### config.mk
export PLATFORM = sky130hd
export DESIGN_NAME = core_pwrup_seq
export DESIGN_NICKNAME = d
export VERILOG_FILES = /design/src/rtl/core_pwrup_pkg.sv /design/src/rtl/core_pwrup_ctrl.sv /design/src/rtl/core_pwrup_dpath.sv /design/src/rtl/core_pwrup_seq.sv
export SDC_FILE = /design/constraint.sdc
export NUM_CORES = 1
export LEC_CHECK = 0
export CORE_MARGIN = 10
export CORE_UTILIZATION = 56
export CTS_CLUSTER_SIZE = 24
export DETAILED_ROUTE_END_ITERATION = 16
export PLACE_DENSITY_LB_ADDON = 0.08
export SYNTH_ARGS = -nofsm -noshare
export SYNTH_HDL_FRONTEND = slang
export SYNTH_SLANG_ARGS = --single-unit
### constraint.sdc
create_clock -name clk -period 2.2 [get_ports clk]
set_input_delay 0.22 -clock clk [delete_from_list [all_inputs] [get_ports clk]]
set_output_delay 0.22 -clock clk [all_outputs]
set_load 0.02 [all_outputs]
### src/rtl/core_pwrup_pkg.sv
package core_pwrup_pkg;

  // Control word bit positions (consumed by the core power domain)
  localparam int unsigned BIT_PLL_CLAMP = 8;
  localparam int unsigned BIT_PWR_UP    = 7;
  localparam int unsigned BIT_CLK_GATE  = 6;
  localparam int unsigned BIT_POR       = 5;
  localparam int unsigned BIT_CORE_RST  = 4;
  localparam int unsigned BIT_L2_SLEEP  = 3;
  localparam int unsigned BIT_L1_RSTDIS = 2;
  localparam int unsigned BIT_MEM_CLAMP = 1;
  localparam int unsigned BIT_IO_CLAMP  = 0;
  localparam int unsigned WORD_W        = 9;

  // Dwell times in nanoseconds
  localparam longint unsigned NS_RAIL    = 64'd512_000;
  localparam longint unsigned NS_L2      = 64'd300;
  localparam longint unsigned NS_POR     = 64'd2_000;
  localparam longint unsigned NS_UNCLAMP = 64'd2_000;
  localparam longint unsigned NS_RELEASE = 64'd100_000;

  typedef enum logic [2:0] {
    STEP_PREP, STEP_L2, STEP_POR, STEP_UNCLAMP, STEP_RELEASE, STEP_UP
  } step_e;

  typedef enum logic [2:0] {
    DW_RAIL, DW_L2, DW_POR, DW_UNCLAMP, DW_RELEASE
  } dwell_e;

  typedef struct packed {
    logic   railOn;
    logic   wordLoad;
    step_e  wordSel;
    logic   cntLoad;
    dwell_e cntSel;
  } strobe_t;

  // Rounded-up cycle count, never below one
  function automatic longint unsigned nsToCycles(longint unsigned ns,
                                                  longint unsigned hz);
    longint unsigned r;
    r = (ns * hz + 64'd999_999_999) / 64'd1_000_000_000;
    if (r == 0) r = 1;
    return r;
  endfunction

  function automatic int unsigned widthFor(longint unsigned v);
    int unsigned w;
    w = 1;
    while ((64'd1 << w) <= v) w++;
    return w;
  endfunction

endpackage

### src/rtl/core_pwrup_ctrl.sv
module core_pwrup_ctrl
  import core_pwrup_pkg::*;
(
  input  logic    clk,
  input  logic    rst,
  input  logic    start,
  input  logic    railAck,
  input  logic    cntZero,
  output strobe_t stb,
  output logic    busy
);

  typedef enum logic [3:0] {
    S_IDLE, S_ACK, S_RAIL, S_PREP, S_L2, S_POR, S_UNCLAMP, S_RELEASE, S_UP
  } state_e;

  state_e state, stateNext;

  always_ff @(posedge clk) begin
    if (rst) state <= S_IDLE;
    else     state <= stateNext;
  end

  always_comb begin
    stateNext    = state;
    stb.railOn   = 1'b0;
    stb.wordLoad = 1'b0;
    stb.wordSel  = STEP_PREP;
    stb.cntLoad  = 1'b0;
    stb.cntSel   = DW_RAIL;
    unique case (state)
      S_IDLE: if (start) begin
        stateNext  = S_ACK;
        stb.railOn = 1'b1;
      end
      S_ACK: if (railAck) begin
        stateNext   = S_RAIL;
        stb.cntLoad = 1'b1;
        stb.cntSel  = DW_RAIL;
      end
      S_RAIL: if (cntZero) begin
        stateNext    = S_PREP;
        stb.wordLoad = 1'b1;
        stb.wordSel  = STEP_PREP;
      end
      S_PREP: begin
        stateNext    = S_L2;
        stb.wordLoad = 1'b1;
        stb.wordSel  = STEP_L2;
        stb.cntLoad  = 1'b1;
        stb.cntSel   = DW_L2;
      end
      S_L2: if (cntZero) begin
        stateNext    = S_POR;
        stb.wordLoad = 1'b1;
        stb.wordSel  = STEP_POR;
        stb.cntLoad  = 1'b1;
        stb.cntSel   = DW_POR;
      end
      S_POR: if (cntZero) begin
        stateNext    = S_UNCLAMP;
        stb.wordLoad = 1'b1;
        stb.wordSel  = STEP_UNCLAMP;
        stb.cntLoad  = 1'b1;
        stb.cntSel   = DW_UNCLAMP;
      end
      S_UNCLAMP: if (cntZero) begin
        stateNext    = S_RELEASE;
        stb.wordLoad = 1'b1;
        stb.wordSel  = STEP_RELEASE;
        stb.cntLoad  = 1'b1;
        stb.cntSel   = DW_RELEASE;
      end
      S_RELEASE: if (cntZero) begin
        stateNext    = S_UP;
        stb.wordLoad = 1'b1;
        stb.wordSel  = STEP_UP;
      end
      S_UP: stateNext = S_UP;
      default: stateNext = S_IDLE;
    endcase
  end

  assign busy = (state != S_IDLE) && (state != S_UP);

endmodule

### src/rtl/core_pwrup_dpath.sv
module core_pwrup_dpath
  import core_pwrup_pkg::*;
#(
  parameter int unsigned CNT_W       = 16,
  parameter int unsigned CYC_RAIL    = 4,
  parameter int unsigned CYC_L2      = 1,
  parameter int unsigned CYC_POR     = 1,
  parameter int unsigned CYC_UNCLAMP = 1,
  parameter int unsigned CYC_RELEASE = 1
) (
  input  logic              clk,
  input  logic              rst,
  input  strobe_t           stb,
  output logic              cntZero,
  output logic [WORD_W-1:0] ctrlWord,
  output logic              railEn,
  output logic              done
);

  logic [CNT_W-1:0]  cnt;
  logic [CNT_W-1:0]  cntInit;
  logic [WORD_W-1:0] wordNext;

  function automatic logic [WORD_W-1:0] bitOf(int unsigned pos);
    return WORD_W'(1) << pos;
  endfunction

  always_comb begin
    unique case (stb.cntSel)
      DW_RAIL:    cntInit = CNT_W'(CYC_RAIL - 1);
      DW_L2:      cntInit = CNT_W'(CYC_L2 - 1);
      DW_POR:     cntInit = CNT_W'(CYC_POR - 1);
      DW_UNCLAMP: cntInit = CNT_W'(CYC_UNCLAMP - 1);
      DW_RELEASE: cntInit = CNT_W'(CYC_RELEASE - 1);
      default:    cntInit = '0;
    endcase
  end

  always_comb begin
    unique case (stb.wordSel)
      STEP_PREP:    wordNext = bitOf(BIT_PLL_CLAMP) | bitOf(BIT_L2_SLEEP) | bitOf(BIT_IO_CLAMP);
      STEP_L2:      wordNext = bitOf(BIT_PLL_CLAMP) | bitOf(BIT_IO_CLAMP);
      STEP_POR:     wordNext = bitOf(BIT_PLL_CLAMP) | bitOf(BIT_POR) | bitOf(BIT_IO_CLAMP);
      STEP_UNCLAMP: wordNext = bitOf(BIT_PLL_CLAMP) | bitOf(BIT_POR);
      STEP_RELEASE: wordNext = bitOf(BIT_PLL_CLAMP);
      STEP_UP:      wordNext = bitOf(BIT_PLL_CLAMP) | bitOf(BIT_PWR_UP);
      default:      wordNext = '0;
    endcase
  end

  always_ff @(posedge clk) begin
    if (rst) begin
      cnt      <= '0;
      ctrlWord <= '0;
      railEn   <= 1'b0;
      done     <= 1'b0;
    end else begin
      if (stb.cntLoad)     cnt <= cntInit;
      else if (cnt != '0)  cnt <= cnt - 1'b1;
      if (stb.wordLoad)    ctrlWord <= wordNext;
      if (stb.railOn)      railEn <= 1'b1;
      done <= stb.wordLoad && (stb.wordSel == STEP_UP);
    end
  end

  assign cntZero = (cnt == '0);

endmodule

### src/rtl/core_pwrup_seq.sv
module core_pwrup_seq
  import core_pwrup_pkg::*;
#(
  parameter longint unsigned CLK_HZ = 64'd100_000_000
) (
  input  logic       clk,
  input  logic       rst,
  input  logic       start,
  input  logic       railAck,
  output logic [8:0] ctrlWord,
  output logic       railEn,
  output logic       busy,
  output logic       done
);

  localparam longint unsigned C_RAIL    = nsToCycles(NS_RAIL, CLK_HZ);
  localparam longint unsigned C_L2      = nsToCycles(NS_L2, CLK_HZ);
  localparam longint unsigned C_POR     = nsToCycles(NS_POR, CLK_HZ);
  localparam longint unsigned C_UNCLAMP = nsToCycles(NS_UNCLAMP, CLK_HZ);
  localparam longint unsigned C_RELEASE = nsToCycles(NS_RELEASE, CLK_HZ);
  localparam int unsigned     CNT_W     = widthFor(C_RAIL);

  strobe_t stb;
  logic    cntZero;

  core_pwrup_ctrl i_ctrl (
    .clk     (clk),
    .rst     (rst),
    .start   (start),
    .railAck (railAck),
    .cntZero (cntZero),
    .stb     (stb),
    .busy    (busy)
  );

  core_pwrup_dpath #(
    .CNT_W       (CNT_W),
    .CYC_RAIL    (int'(C_RAIL)),
    .CYC_L2      (int'(C_L2)),
    .CYC_POR     (int'(C_POR)),
    .CYC_UNCLAMP (int'(C_UNCLAMP)),
    .CYC_RELEASE (int'(C_RELEASE))
  ) i_dpath (
    .clk      (clk),
    .rst      (rst),
    .stb      (stb),
    .cntZero  (cntZero),
    .ctrlWord (ctrlWord),
    .railEn   (railEn),
    .done     (done)
  );

endmodule

Word-level counts from Yosys, hierarchy flattened

Index checks and enable logic that the tools add are counted.

Register bits after elaboration: 31
Bits in latches: 0
Memory bits (writable): 0
ROM bits: 0
Bits of input ports: 4
Memories: 0

Add/subtract/negate cells: 1
$mul: 0
Divide/modulo/power cells: 0
$lt $le $gt $ge: 0
Eq/ne operators: 25
Shift-type cells: 0
Multiplexer cells: 22
Bitwise operators: 0
Reductions and logical operators: 11

Operators by type and width:

| cell                  | number |
|---|---|
| $pmux 16 s4           | 1 |
| $pmux 9 s6            | 1 |
| $mux 4                | 10 |
| $pmux 4 s9            | 1 |
| $mux 16               | 2 |
| $mux 8                | 3 |
| $pmux 4 s6            | 1 |
| $pmux 4 s5            | 1 |
| $eq 4x3->1 const B    | 4 |
| $logic_not 16->1      | 1 |
| $reduce_bool 16->1    | 1 |
| $sub 16x1->16 const B | 1 |
| $ne 2x2->1 const B    | 7 |
| $eq 3x2->1 const B    | 4 |
| $eq 3x3->1 const B    | 3 |
| $eq 4x2->1 const B    | 2 |
| $reduce_and 7->1      | 1 |
| $eq 3x1->1 const B    | 2 |
| $logic_not 3->1       | 2 |
| $eq 4x1->1 const B    | 1 |
| $eq 4x4->1 const B    | 1 |
| $logic_not 4->1       | 1 |
| $ne 4x4->1 const B    | 1 |
| $reduce_bool 4->1     | 1 |
| other kinds (4)       | 6 |

Depth between registers and ports, before layout

Gate-level depths: netlist of the first run.

Word-level depth: 7
Depth in mapped cells: 8
Mapped depth without buffers: 7

By module

A second synthesis of the first run with hierarchy kept.

Cell total of the unflattened synthesis: 190
Area, all modules: 1585.3 um^2

Modules (own cells, without submodules):

| module           | instances | cells an instance | area an instance (um^2) | sequential area each (um^2) |
|---|---|---|---|---|
| core_pwrup_dpath | 1         | 144               | 1238.7                  | 460.4 |
| core_pwrup_ctrl  | 1         | 46                | 346.6                   | 80.1 |

Worst setup path after synthesis of the first run

No wires, ideal clock.

Path type: register to register
Start: register i_dpath.cnt[0]
End: register i_dpath.cnt[14]
Library setup time: 0.131 ns
Arrival: 1.724 ns
Path slack: 0.345 ns
Stages on the path, launching flop included: 9
Clock period less this slack: 1.855 ns
Path through: dfxtp_1 inv_1 ha_1 clkbuf_1 or4b_1 nor4_4 xnor2_1 nand2b_1 a21oi_2

Longest elaborated chain between the ends: 7
Elaborated cells on any way between the ends: 17
Those cells by class: add/sub: 1; eq/ne: 4; mux: 7; reduce/logical: 5

Ends and longest elaborated chain:

| item                             | RTL line                                                            | source |
|---|---|---|
| start, declared                  | core_pwrup_dpath.sv:20                                              | `logic [CNT_W-1:0] cnt;` |
| start signal, assigned           | core_pwrup_dpath.sv:58                                              | `if (stb.cntLoad) cnt <= cntInit;` |
| start signal, assigned           | core_pwrup_dpath.sv:59                                              | `else if (cnt != '0) cnt <= cnt - 1'b1;` |
| $logic_not 16->1                 | core_pwrup_dpath.sv:66                                              | `assign cntZero = (cnt == '0);` |
| $mux 8 (on tied branches)        | core_pwrup_ctrl.sv:60, core_pwrup_ctrl.sv:53, core_pwrup_ctrl.sv:67 |  |
| $pmux 4 s5                       | core_pwrup_ctrl.sv:31                                               | `unique case (state)` |
| $eq 3x2->1                       | core_pwrup_dpath.sv:29                                              | `unique case (stb.cntSel)` |
| $reduce_or 2->1 (no source line) | --                                                                  |  |
| $pmux 16 s4                      | core_pwrup_dpath.sv:29                                              |  |
| $mux 16                          | core_pwrup_dpath.sv:58                                              |  |

Parallel ways exist; a longest one is shown, timed or not. The select of a mux whose other input is x is not followed.
A chain may end at the register's enable or synchronous reset.

Worst setup path in the final report of the first run

Start: register i_dpath.cnt[0]
End: register i_ctrl.state[0]

Longest elaborated chain between the ends: 3
Elaborated cells on any way between the ends: 7
Those cells by class: eq/ne: 5; reduce/logical: 2

Ends and longest elaborated chain:

| item                                  | RTL line               | source |
|---|---|---|
| $logic_not 16->1 (*)                  | core_pwrup_dpath.sv:66 |  |
| $ne 2x2->1 (no source line)           | --                     |  |
| $reduce_and 7->1 (no source line) (*) | --                     |  |
| end signal, assigned                  | core_pwrup_ctrl.sv:21  | `else state <= stateNext;` |
| end, declared                         | core_pwrup_ctrl.sv:17  | `state_e state, stateNext;` |

Mark *: on every way between the ends. The rest lies on a longest branch, timed or not.

==> results of run 1 <==
## synth_stat cells (3+ instances only)
| master | n | area, um^2 |
|---|---|---|
| nand3_1 | 8 | 40.0 |
| clkbuf_1 | 7 | 26.3 |
| nor2_1 | 22 | 82.6 |
| nor3b_1 | 3 | 22.5 |
| nor3_1 | 4 | 20.0 |
| a31oi_1 | 3 | 18.8 |
| nand2_1 | 13 | 48.8 |
| mux2i_1 | 3 | 30.0 |
| o21ai_0 | 7 | 35.0 |
| a21oi_1 | 19 | 95.1 |
| dfxtp_1 | 27 | 541 |
| nor4_1 | 3 | 18.8 |
| xnor2_1 | 10 | 87.6 |
| inv_1 | 9 | 33.8 |
| o22ai_1 | 3 | 18.8 |
| buf_4 | 5 | 37.5 |
| a22oi_1 | 4 | 30.0 |
| o21ai_1 | 6 | 30.0 |
## layer usage
layer  vias up  wire, um
met4         0        30
li1        745         -
met1       710      1730
met2        69      1990
met5         -         0
met3         4       366
## through the flow
| step | utilization (%) | power [uW] | hold WS, ps | setup WS (ps) |
|---|---|---|---|---|
| detailed placement | 64.0 | 2150 | 459 | 197 |
| global placement | 64.0 | 2120 | 438 | 279 |
| floorplan | - | 1820 | 384 | 345 |
| finish | 66.1 | 2450 | 481 | 92.3 |
| CTS | 65.0 | 2370 | 489 | 151 |
| global route | 66.1 | 2650 | 522 | -66.1 |
## state kept, by name, summed over array words and instances, names as in the netlist
name and count:
i_ctrl.state 4, i_dpath.cnt 16, i_dpath.railEn 1, i_dpath.done 1, i_dpath.ctrlWord 5
## where the power goes
part           internal, uW  switching, uW  leakage (uW)
Sequential              618            166      0.000221
Clock                  68.2            150     0.0000177
Combinational           634            814      0.000447
## kinds of logic (layout without fill, tap and decap cells)
family	count (synthesis)	after routing	synth area share (%)
other	1	4	0.230
multiplexers	3	3	1.84
adder cells (fa/ha/maj)	2	2	1.53
AO/OA/AOI/OAI	57	57	22.7
flip-flops	27	27	33.2
XOR/XNOR	11	11	5.91
buffers and inverters	24	33	6.83
AND/OR/NAND/NOR	77	77	27.8
## worst max-delay path: cells and delay by family (launching register included)
family | cells | cell delay [ps]
compound gates | 2 | 350
fa+ha+maj | 1 | 180
buf+inv | 1 | 110
flops | 1 | 360
simple gates | 3 | 1040
## repair_timing
| action | in CTS | in global routing |
|---|---|---|
| hold endpoints to repair | 0 | 0 |
| resized for setup | 0 | 4 |
| endpoints found under the setup margin | 0 | 9 |
## final cells by class
type	instances	area, um^2
clock inverter	1	5.00
inverter	9	33.8
multi-input combinational	154	1020
tap	31	38.8
clock buffer	3	22.5
timing repair buffer	20	178
sequential	27	541
fill	229	942
## final timing paths
check	from	end	slack, ps
max	i_dpath.cnt[0]$_SDFFE_PP0P_	i_ctrl.state[0]$_SDFFE_PP0P_	90
min	i_dpath.ctrlWord[8]$_SDFFE_PP0N_	i_dpath.ctrlWord[8]$_SDFFE_PP0N_	480
max reg2reg	i_dpath.cnt[0]$_SDFFE_PP0P_	i_ctrl.state[0]$_SDFFE_PP0P_	90
min reg2reg	i_dpath.ctrlWord[8]$_SDFFE_PP0N_	i_dpath.ctrlWord[8]$_SDFFE_PP0N_	480
==> summary.md, run 1 <==
| Metric | Value |
|---|---|
| Startpoint types | `flop` |
| Routability congestion estimate | `0.887` |
| Fin cells | `245` |
| I/O Buffers | `11` |
| Num Clock Sinks | `27` |
| Final wirelength | `4120 um` |
| Most Crowded Layer GR | `met2` |
| Required time of the worst setup path | `2470 ps` |
| Slew Viols, Final | `0` |
| Final setup fails | `0` |
| Largest net degree at the start of global routing | `16` |
| Final Hold Fails | `0` |
| MaxCap Viol Count | `0` |
| Area Growth Syn to Fin | `12.8%` |
| Worst-skew pair later-pin latency | `330 ps` |
| Core box area | `2780 um^2` |
| Arr. time, crit path | `2380 ps` |
| Top-level I/O count | `16` |
| Post-DP HPWL | `3000 um` |
| Vias in the first global route | `1416` |
| Max Root-Sink Buffers | `2` |
| Met3 Resource Use GR | `3.59%` |
| GR Layer Usage met1 | `19.3%` |
| TritonRoute pass-1 iters | `4` |
| Total Routing Usage GR | `15.3%` |
| Tcrit/Tclk final | `95.8%` |
| Global-route wire length before repair | `6780 um` |
| TNS Setup | `0 ps` |
| Antenna violations before repair | `0` |
| Synth Cell Area | `1630 um^2` |
| P per Cell Area | `1330 nW/um^2` |
| Placed cell areas | `1780 um^2` |
| Peak supply drop | `0.920 mV` |
| Vias per cell | `6.24` |
| Per-cell routed wire length | `16.8 um` |
| FP Rows | `19` |
| DIE WIDTH | `74.0 um` |
| Crit-path max FO | `5` |
| Overflow after GRT | `0` |
| Hold Buf Count CTS | `0` |
| Fraction of registers with async set/reset | `0%` |
| Avg Inst Size Synth | `8.07 um^2` |
| Die ar. | `5470 um^2` |
| WS Path Type | `reg -> reg` |
| H-tree levels | `1` |
| Diodes inserted | `0` |
| Layout cell share with drive strength beyond 1 | `13.1%` |
| Starting DRT DRC Count | `172` |
| Commonest non-fill, non-tap cell in the layout | `dfxtp_1` |
| Hold Crit Depth | `2` |
| Status | `complete, no violations` |
| Placed Cells | `241` |
| Most frequent cells in the layout | `27 x dfxtp_1, 22 x nor2_1, 19 x a21oi_1` |
| Final instance area | `1840 um^2` |
| Die Span Y | `74.0 um` |
| Met2 usage | `24.9%` |
| Leak pwr | `0.000686 uW` |
| CP max stage delay | `370 ps` |
| Synth Flop Type | `dfxtp_1` |
| CTS clk-pin slew, worst paths | `160 ps` |
| Depth of the most critical reg-to-reg path | `7` |
| Final #Nets | `221` |
| Hold crit path type | `reg -> reg` |
| Post-CTS Setup Bufs | `0` |
| Crit path max-delay cell type | `nor4b_1` |
| Ys Warns | `0` |
| Remaining antenna violation count | `0` |
| Layout Skew | `19.0 ps` |
| CTS tree | `done` |
| Vias | `1528` |
| EDFF count, synth | `0` |
| #FFs+latches synth | `27` |
| Post-Syn Instances | `202` |
| Crit path capture type | `flop` |
| Worst-path cell chain | `inv_1 > ha_1 > nor4b_1 > nor3b_2 > and3_1 > o211ai_1 > a211oi_2` |
| Max frequency | `474 MHz` |
| Clk root buf | `clkbuf_4` |
| Sequential fraction of the synthesis area | `33.2%` |
| Num CTS Buffers | `3` |
| Synth unique cells | `53` |
| Initial Util | `58.6%` |
| Fin crit period | `2110 ps` |
| DRC | `0` |
Power figures use the tool's default switching activity.
==> inputs of run 2 (changes only) <==
CORE_UTILIZATION = 35   (was 56)
==> summary.md, run 2 (synthesized netlist as in run 1, its figures left out) <==
| Metric | Value |
|---|---|
| Status | `complete, no violations` |
| Diodes inserted | `0 (unchanged)` |
| Int Pwr | `1380 uW (+4.5%)` |
| Core box area | `4440 um^2 (+60%)` |
| Routability congestion estimate | `0.829 (-6.5%)` |
| Worst r2r dst | `i_dpath.cnt[1]$_SDFFE_PP0P_` |
| Top-level I/O count | `16 (unchanged)` |
| Remaining antenna violation count | `0 (unchanged)` |
| TritonRoute pass-1 iters | `4 (unchanged)` |
| TNS Setup | `0 ps (unchanged)` |
| Hold crit path type | `reg -> reg` |
| Post-DP HPWL | `3220 um (+7.2%)` |
| Placed Cells | `264 (+9.5%)` |
| H-tree levels | `1 (unchanged)` |
| Met2 wire len | `2100 um (+5.3%)` |
| CTS clk-pin slew, worst paths | `100 ps (-60 ps)` |
| CTS tree | `done` |
| Total Routing Usage GR | `11.0% (-4.2 points)` |
| CP max stage delay | `640 ps (+270 ps)` |
| Layout fillers | `459 (+100%)` |
| Post-CTS Setup Bufs | `0 (unchanged)` |
| Die Span Y | `88.3 um (+19%)` |
| Worst setup margin | `213 ps (+121 ps)` |
| Crit path capture type | `output pin` |
| Vias | `1499 (-1.9%)` |
| Global-route wire length before repair | `6950 um (+2.4%)` |
| Hold Crit Depth | `2 (unchanged)` |
| Num Clock Sinks | `27 (unchanged)` |
| Hold endpoint | `i_dpath.ctrlWord[8]$_SDFFE_PP0N_` |
| Most frequent cells in the layout | `27 x dfxtp_1, 22 x nor2_1, 19 x a21oi_1` |
| Max Root-Sink Buffers | `2 (unchanged)` |
| Overflow after GRT | `0 (unchanged)` |
| MaxCap Viol Count | `0 (unchanged)` |
| Largest registers | `i_dpath.cnt: 16 flops, i_dpath.ctrlWord: 5 flops, i_ctrl.state: 4 flops` |
| Die ar. | `7790 um^2 (+42%)` |
| Largest net degree at the start of global routing | `17 (+1)` |
| Met1 wire length | `1860 um (+7.4%)` |
| Fin crit period | `1990 ps (-121 ps)` |
| Layout Skew | `2.28 ps (-16.7 ps)` |
| Starting DRT DRC Count | `47 (-73%)` |
| Worst-skew pair later-pin latency | `270 ps (-60 ps)` |
| Final #Nets | `223 (+0.90%)` |
| Met3 wire length | `174 um (-52%)` |
| Flop pwr share | `31.9% (about the same)` |
| FP Rows | `24 (+5)` |
| Slew Viols, Final | `0 (unchanged)` |
| Area Growth Syn to Fin | `16.2%` |
| Fin cells | `268 (+9.4%)` |
| P per Cell Area | `1310 nW/um^2 (-2.0%)` |
| Final setup fails | `0 (unchanged)` |
| Peak supply drop | `0.345 mV (-63%)` |
| Crit path max-delay cell type | `dfxtp_1` |
| Max reg flops | `16 (unchanged)` |
| Depth of the most critical reg-to-reg path | `7 (unchanged)` |
| Highest routed layer | `met4` |
| Required time of the worst setup path | `1980 ps (-490 ps)` |
| Pre-CTS WS | `158 ps (-38.2 ps)` |
| Startpoint types | `flop` |
| DIE WIDTH | `88.3 um (+19%)` |
| Hold wc startpoint | `i_dpath.ctrlWord[8]$_SDFFE_PP0N_` |
| RSZ-0062 raised after global routing | `no` |
| Final Hold Fails | `0 (unchanged)` |
| Commonest non-fill, non-tap cell in the layout | `dfxtp_1` |
| Final wirelength | `4190 um (+1.7%)` |
| Sw Pwr | `1090 uW (-3.3%)` |
| I/O Buffers | `11 (unchanged)` |
| Tcrit/Tclk final | `90.3% (-5.5 points)` |
| Switching power share of the total | `44.2% (-1.9 points)` |
| Clk root buf | `clkbuf_8` |
| Max frequency | `503 MHz (+6.1%)` |
| Antenna violations before repair | `0 (unchanged)` |
| Crit Reg-Reg Startpoint | `i_dpath.cnt[1]$_SDFFE_PP0P_` |
| Initial Util | `36.7% (-22 points)` |
| Worst-path cell chain | `nor3_1 > inv_1 > clkdlybuf4s50_1` |
| Crit-path max FO | `14 (+9)` |
| R2R Setup Slk | `280 ps (+190 ps)` |
| Combinational share of power | `56.3% (-2.8 points)` |
| Top reg by flops | `i_dpath.cnt` |
| Vias in the first global route | `1462 (+3.2%)` |
| DRC | `0 (unchanged)` |
| Per-cell routed wire length | `15.6 um (-7.1%)` |
| Clock share of power | `11.8% (+2.9 points)` |
| WS Path Type | `reg -> out` |
| Leak pwr | `0.000696 uW (+1.4%)` |
| Layout cell share with drive strength beyond 1 | `14.4% (+1.3 points)` |
| Arr. time, crit path | `1770 ps (-610 ps)` |
| Vias per cell | `5.59 (-10%)` |
| Num CTS Buffers | `3 (unchanged)` |
==> run 2: per-stage QoR <==
| step | utilization [%] | total power (uW) | hold WS, ps | area [um^2] |
|---|---|---|---|---|
| 6_report | 42.6 | 2470 | 452 | 1890 |
| 5_1_grt | 42.6 | 2670 | 503 | 1890 |
| 4_1_cts | 42.4 | 2470 | 455 | 1880 |
| 3_5_place_dp | 41.3 | 2170 | 439 | 1830 |
| 3_3_place_gp | 41.3 | 2180 | 436 | 1830 |
| 2_1_floorplan | - | 1820 | 384 | 1640 |
==> run 2: cell type report <==
class	instances	area, um^2	area share (%)
Multi-Input combinational cell	154	1000	52.8
Clock inverter	1	7.51	0.396
Inverter	9	33.8	1.78
Tap cell	52	65.1	3.43
Sequential cell	27	541	28.5
Timing Repair Buffer	22	205	10.8
Clock buffer	3	41.3	2.18
==> run 2: metal layers <==
metal  up-vias  GRT usage (%)
met5         -              0
met4         0           3.82
met3         8           2.30
met2        34           19.6
met1       708           12.8
li1        749              -
==> run 2: power groups by stage <==
stage	logic, uW	registers, uW	clock network, uW
6_report	1390	789	293
3_5_place_dp	1380	794	0
4_1_cts	1390	781	303
5_1_grt	1530	813	324
2_1_floorplan	1070	741	0
3_3_place_gp	1380	791	0
==> run 2: worst max-delay path by stage <==
| stage | startpoint | to | slack, ps | cells after the start |
|---|---|---|---|---|
| after global placement | i_dpath.cnt[0]$_SDFFE_PP0P_ | i_ctrl.state[0]$_SDFFE_PP0P_ | 260 | 7 |
| after global routing | i_dpath.cnt[6]$_SDFFE_PP0P_ | i_dpath.cnt[10]$_SDFFE_PP0P_ | 70 | 6 |
| after detailed placement | i_dpath.cnt[0]$_SDFFE_PP0P_ | i_ctrl.state[0]$_SDFFE_PP0P_ | 160 | 7 |
| final | i_ctrl.state[2]$_SDFFE_PP0P_ | busy | 210 | 3 |
| after CTS | i_dpath.cnt[0]$_SDFFE_PP0P_ | i_ctrl.state[0]$_SDFFE_PP0P_ | 110 | 7 |
| after floorplan | i_dpath.cnt[0]$_SDFFE_PP0P_ | i_dpath.cnt[14]$_SDFFE_PP0P_ | 350 | 8 |
==> run 2: repair_timing <==
item | in CTS | in global routing
gates resized for setup | 0 | 2
endpoints found under the setup margin | 0 | 6
hold buffers | 0 | 0
hold endpoints to repair | 0 | 0
==> run 2: critical path, delay by kind of cell, from the launching register on <==
kind / cells / cell delay (ps)
buffers and inverters: 2 / 680
flip-flops: 1 / 640
AND/OR/NAND/NOR: 1 / 180
==> inputs of run 3 (changes only) <==
HOLD_SLACK_MARGIN = 0.08   (was default)
SYNTH_HIERARCHICAL = 1   (was default)
==> summary.md, run 3 <==
| Metric | Value |
|---|---|
| Final setup fails | `23 (+23)` |
| Synth Flop Type | `dfxtp_1` |
| EDFF count, synth | `0 (unchanged)` |
| I/O Buffers | `11 (unchanged)` |
| Max Root-Sink Buffers | `2 (unchanged)` |
| Num CTS Buffers | `3 (unchanged)` |
| Worst setup margin | `-197 ps (-409 ps)` |
| Placed Cells | `282 (+6.8%)` |
| Commonest non-fill, non-tap cell in the layout | `buf_4` |
| Worst slew pin tran | `651 ps` |
| Worst-skew pair later-pin latency | `280 ps (about the same)` |
| FP Rows | `24 (unchanged)` |
| Antenna violations before repair | `0 (unchanged)` |
| Final instance area | `2280 um^2 (+20%)` |
| Leak pwr | `0.000885 uW (+27%)` |
| R2R Setup Slk | `-200 ps (-480 ps)` |
| Failing checks | `setup timing` |
| WS Path Type | `reg -> reg` |
| CTS clk-pin slew, worst paths | `100 ps (about the same)` |
| FF+latch area | `544 um^2 (+0.69%)` |
| GR Layer Usage met1 | `12.4% (-0.38 points)` |
| Largest cells by area after synthesis | `dfxtp_1 34%, nor2_1 5.2%, a21oi_1 3.8%` |
| Hold crit path type | `reg -> reg` |
| Post-DP HPWL | `3180 um (-1.1%)` |
| Met3 Resource Use GR | `2.53% (+0.23 points)` |
| Initial Util | `36.2% (-0.52 points)` |
| Total Routing Usage GR | `11.3% (+0.23 points)` |
| Die ar. | `7620 um^2 (-2.1%)` |
| Per-cell routed wire length | `14.3 um (-8.4%)` |
| Synth unique cells | `54 (+1.9%)` |
| MaxCap Viol Count | `0 (unchanged)` |
| Layout Skew | `1.38 ps (-0.894 ps)` |
| Top reg by flops | `i_dpath/cnt` |
| Commonest cells in the synthesized netlist | `27 x dfxtp_1, 22 x nor2_1, 12 x a21oi_1, 11 x nand2_1, 11 x nor3_1` |
| Slew Viols, Final | `0 (unchanged)` |
| Multi-input logic area | `1110 um^2 (+11%)` |
| P per Cell Area | `1330 nW/um^2 (+1.6%)` |
| RSZ-0062 raised after global routing | `yes` |
| Synth Cell Area | `1590 um^2 (-2.8%)` |
| #FFs+latches synth | `27 (unchanged)` |
| Post-synth top area cell | `dfxtp_1` |
| Crit-path max FO | `5 (-9)` |
| H-tree levels | `1 (unchanged)` |
| Avg Inst Size Synth | `8.34 um^2 (+3.4%)` |
| Final Hold Fails | `0 (unchanged)` |
| Max frequency | `417 MHz (-17%)` |
| Placed cell areas | `2060 um^2 (+12%)` |
| Crit Reg-Reg Startpoint | `i_dpath/cnt[13]$_SDFFE_PP0P_` |
| Vias per cell | `5.38 (-3.7%)` |
| Starting DRT DRC Count | `87 (+85%)` |
| Top-level I/O count | `16 (unchanged)` |
| Most frequent cells in the layout | `39 x buf_4, 24 x dfxtp_1, 16 x nor2_1` |
| Clk root buf | `clkbuf_8` |
| Most frequent cell after synthesis | `dfxtp_1` |
| Remaining antenna violation count | `0 (unchanged)` |
| Largest net degree at the start of global routing | `17 (unchanged)` |
| Crit path from | `i_dpath/cnt[13]$_SDFFE_PP0P_` |
| DIE WIDTH | `87.3 um (-1.1%)` |
| Vias in the first global route | `1560 (+6.7%)` |
| Synth top area share | `34.1% (+0.94 points)` |
| Die Span Y | `87.3 um (-1.1%)` |
| Core box area | `4380 um^2 (-1.4%)` |
| Fin cells | `294 (+9.7%)` |
| WHS | `482 ps (+30.0 ps)` |
| Most Crowded Layer GR | `met2` |
| Ys Warns | `6 (+6)` |
| Hold wc startpoint | `i_dpath/ctrlWord[7]$_SDFFE_PP0P_` |
| Layout fillers | `423 (-7.8%)` |
| Pwr Total | `3020 uW (+22%)` |
| Status | `finished with violations` |
| Overflow after GRT | `0 (unchanged)` |
| Met2 usage | `20.4% (+0.81 points)` |
| Peak supply drop | `0.469 mV (+36%)` |
| Worst slew margin | `56.4%` |
| Num Clock Sinks | `27 (unchanged)` |
| Fraction of registers with async set/reset | `0% (unchanged)` |
| Fin crit period | `2400 ps (+409 ps)` |
| DRC | `0 (unchanged)` |
| Routability congestion estimate | `0.832 (+0.28%)` |
| Diodes inserted | `0 (unchanged)` |
| Max reg flops | `16 (unchanged)` |
| Post-Syn Instances | `190 (-5.9%)` |
| CTS tree | `done` |
| Required time of the worst setup path | `2390 ps (+410 ps)` |
| Arr. time, crit path | `2590 ps (+820 ps)` |
| Area Growth Syn to Fin | `43.8%` |
| Global-route wire length before repair | `7100 um (+2.2%)` |
| Sequential fraction of the synthesis area | `34.1% (+0.94 points)` |
| Layout cell share with drive strength beyond 1 | `38.4% (+24 points)` |
| Final #Nets | `248 (+11%)` |
| Startpoint types | `flop` |
| Vias | `1583 (+5.6%)` |
| TritonRoute pass-1 iters | `4 (unchanged)` |
| Crit path capture type | `flop` |
| Largest registers | `i_dpath/cnt: 16 flops, i_dpath/ctrlWord: 5 flops, i_ctrl/state: 4 flops` |
| Tcrit/Tclk final | `109% (+19 points)` |
| Final wirelength | `4210 um (+0.45%)` |
## run 3: cell count changes in the layout (fill, tap and decap cells not counted), sizes merged, moves of 3 or more
cell / delta
inv: -3
a22oi: -4
a21oi: -8
a2111oi: +4
xor2: +4
nor3: +8
buf: +35
o21ai: -4
xnor2: -9
mux2i: +3
nor4: -3
nand3b: +3
or3: +4
o22ai: -3
## run 3: where the power goes
group          internal [uW]  total (uW)  switching, uW
sequential               633         771            138
clock                    129         293            164
combinational           1000        1960            955
## run 3: through the flow
| stage | setup TNS (ps) | setup WS [ps] | util [%] |
|---|---|---|---|
| 2_1_floorplan | -750 | -100 | - |
| 6_report | -2540 | -197 | 52.0 |
| 3_5_place_dp | -2880 | -232 | 46.9 |
| 3_3_place_gp | -2040 | -152 | 46.9 |
| 4_1_cts | -2400 | -167 | 51.0 |
| 5_1_grt | -5010 | -278 | 52.0 |
## run 3: cells by family after synthesis
family / synth area share (%)
AND/OR/NAND/NOR: 32.4
AO/OA/AOI/OAI: 19.7
flip-flops: 34.1
buffers and inverters: 5.68
XOR/XNOR: 3.31
multiplexers: 3.79
adder cells (fa/ha/maj): 0.789
other: 0.237
## run 3: what timing repair did
| item | CTS | global route |
|---|---|---|
| gates resized for setup | 25 | 5 |
| hold buffers | 0 | 0 |
| endpoints found under the setup margin | 22 | 24 |
| pin swaps | 12 | 7 |
| buffers inserted | 5 | 3 |
## run 3: layout make-up
cell class                      count  share of cell area [%]
Sequential cell                    27                    23.9
Tap cell                           52                    2.85
Inverter                            6                    1.21
Multi-Input combinational cell    148                    48.8
Clock buffer                        3                    1.81
Clock inverter                      1                   0.329
Timing Repair Buffer               57                    21.1
## run 3: metal layers
metal | wire length (um) | vias to the layer above
met3 | 174 | 8
met2 | 2180 | 28
li1 | - | 799
met1 | 1800 | 748
met4 | 68 | 0
met5 | 0 | -
## run 3: critical path: stages, from the launching register on
cell and delay [ps]:
dfxtp_2 330, or4_4 540, or3_4 360, nor2_4 170, nand2_4 100, nor3_4 200, nor2b_4 70, o21ai_1 200
inv_1 100, a311oi_2 240
## run 3: path summary, 6_finish.rpt
check | endpoint | depth (start not counted)
worst min-delay path | i_dpath/ctrlWord[7]$_SDFFE_PP0P_ | 2
worst max-delay path | i_dpath/cnt[6]$_SDFFE_PP0P_ | 9
worst min register to register | i_dpath/ctrlWord[7]$_SDFFE_PP0P_ | 2
worst max register to register | i_dpath/cnt[6]$_SDFFE_PP0P_ | 9
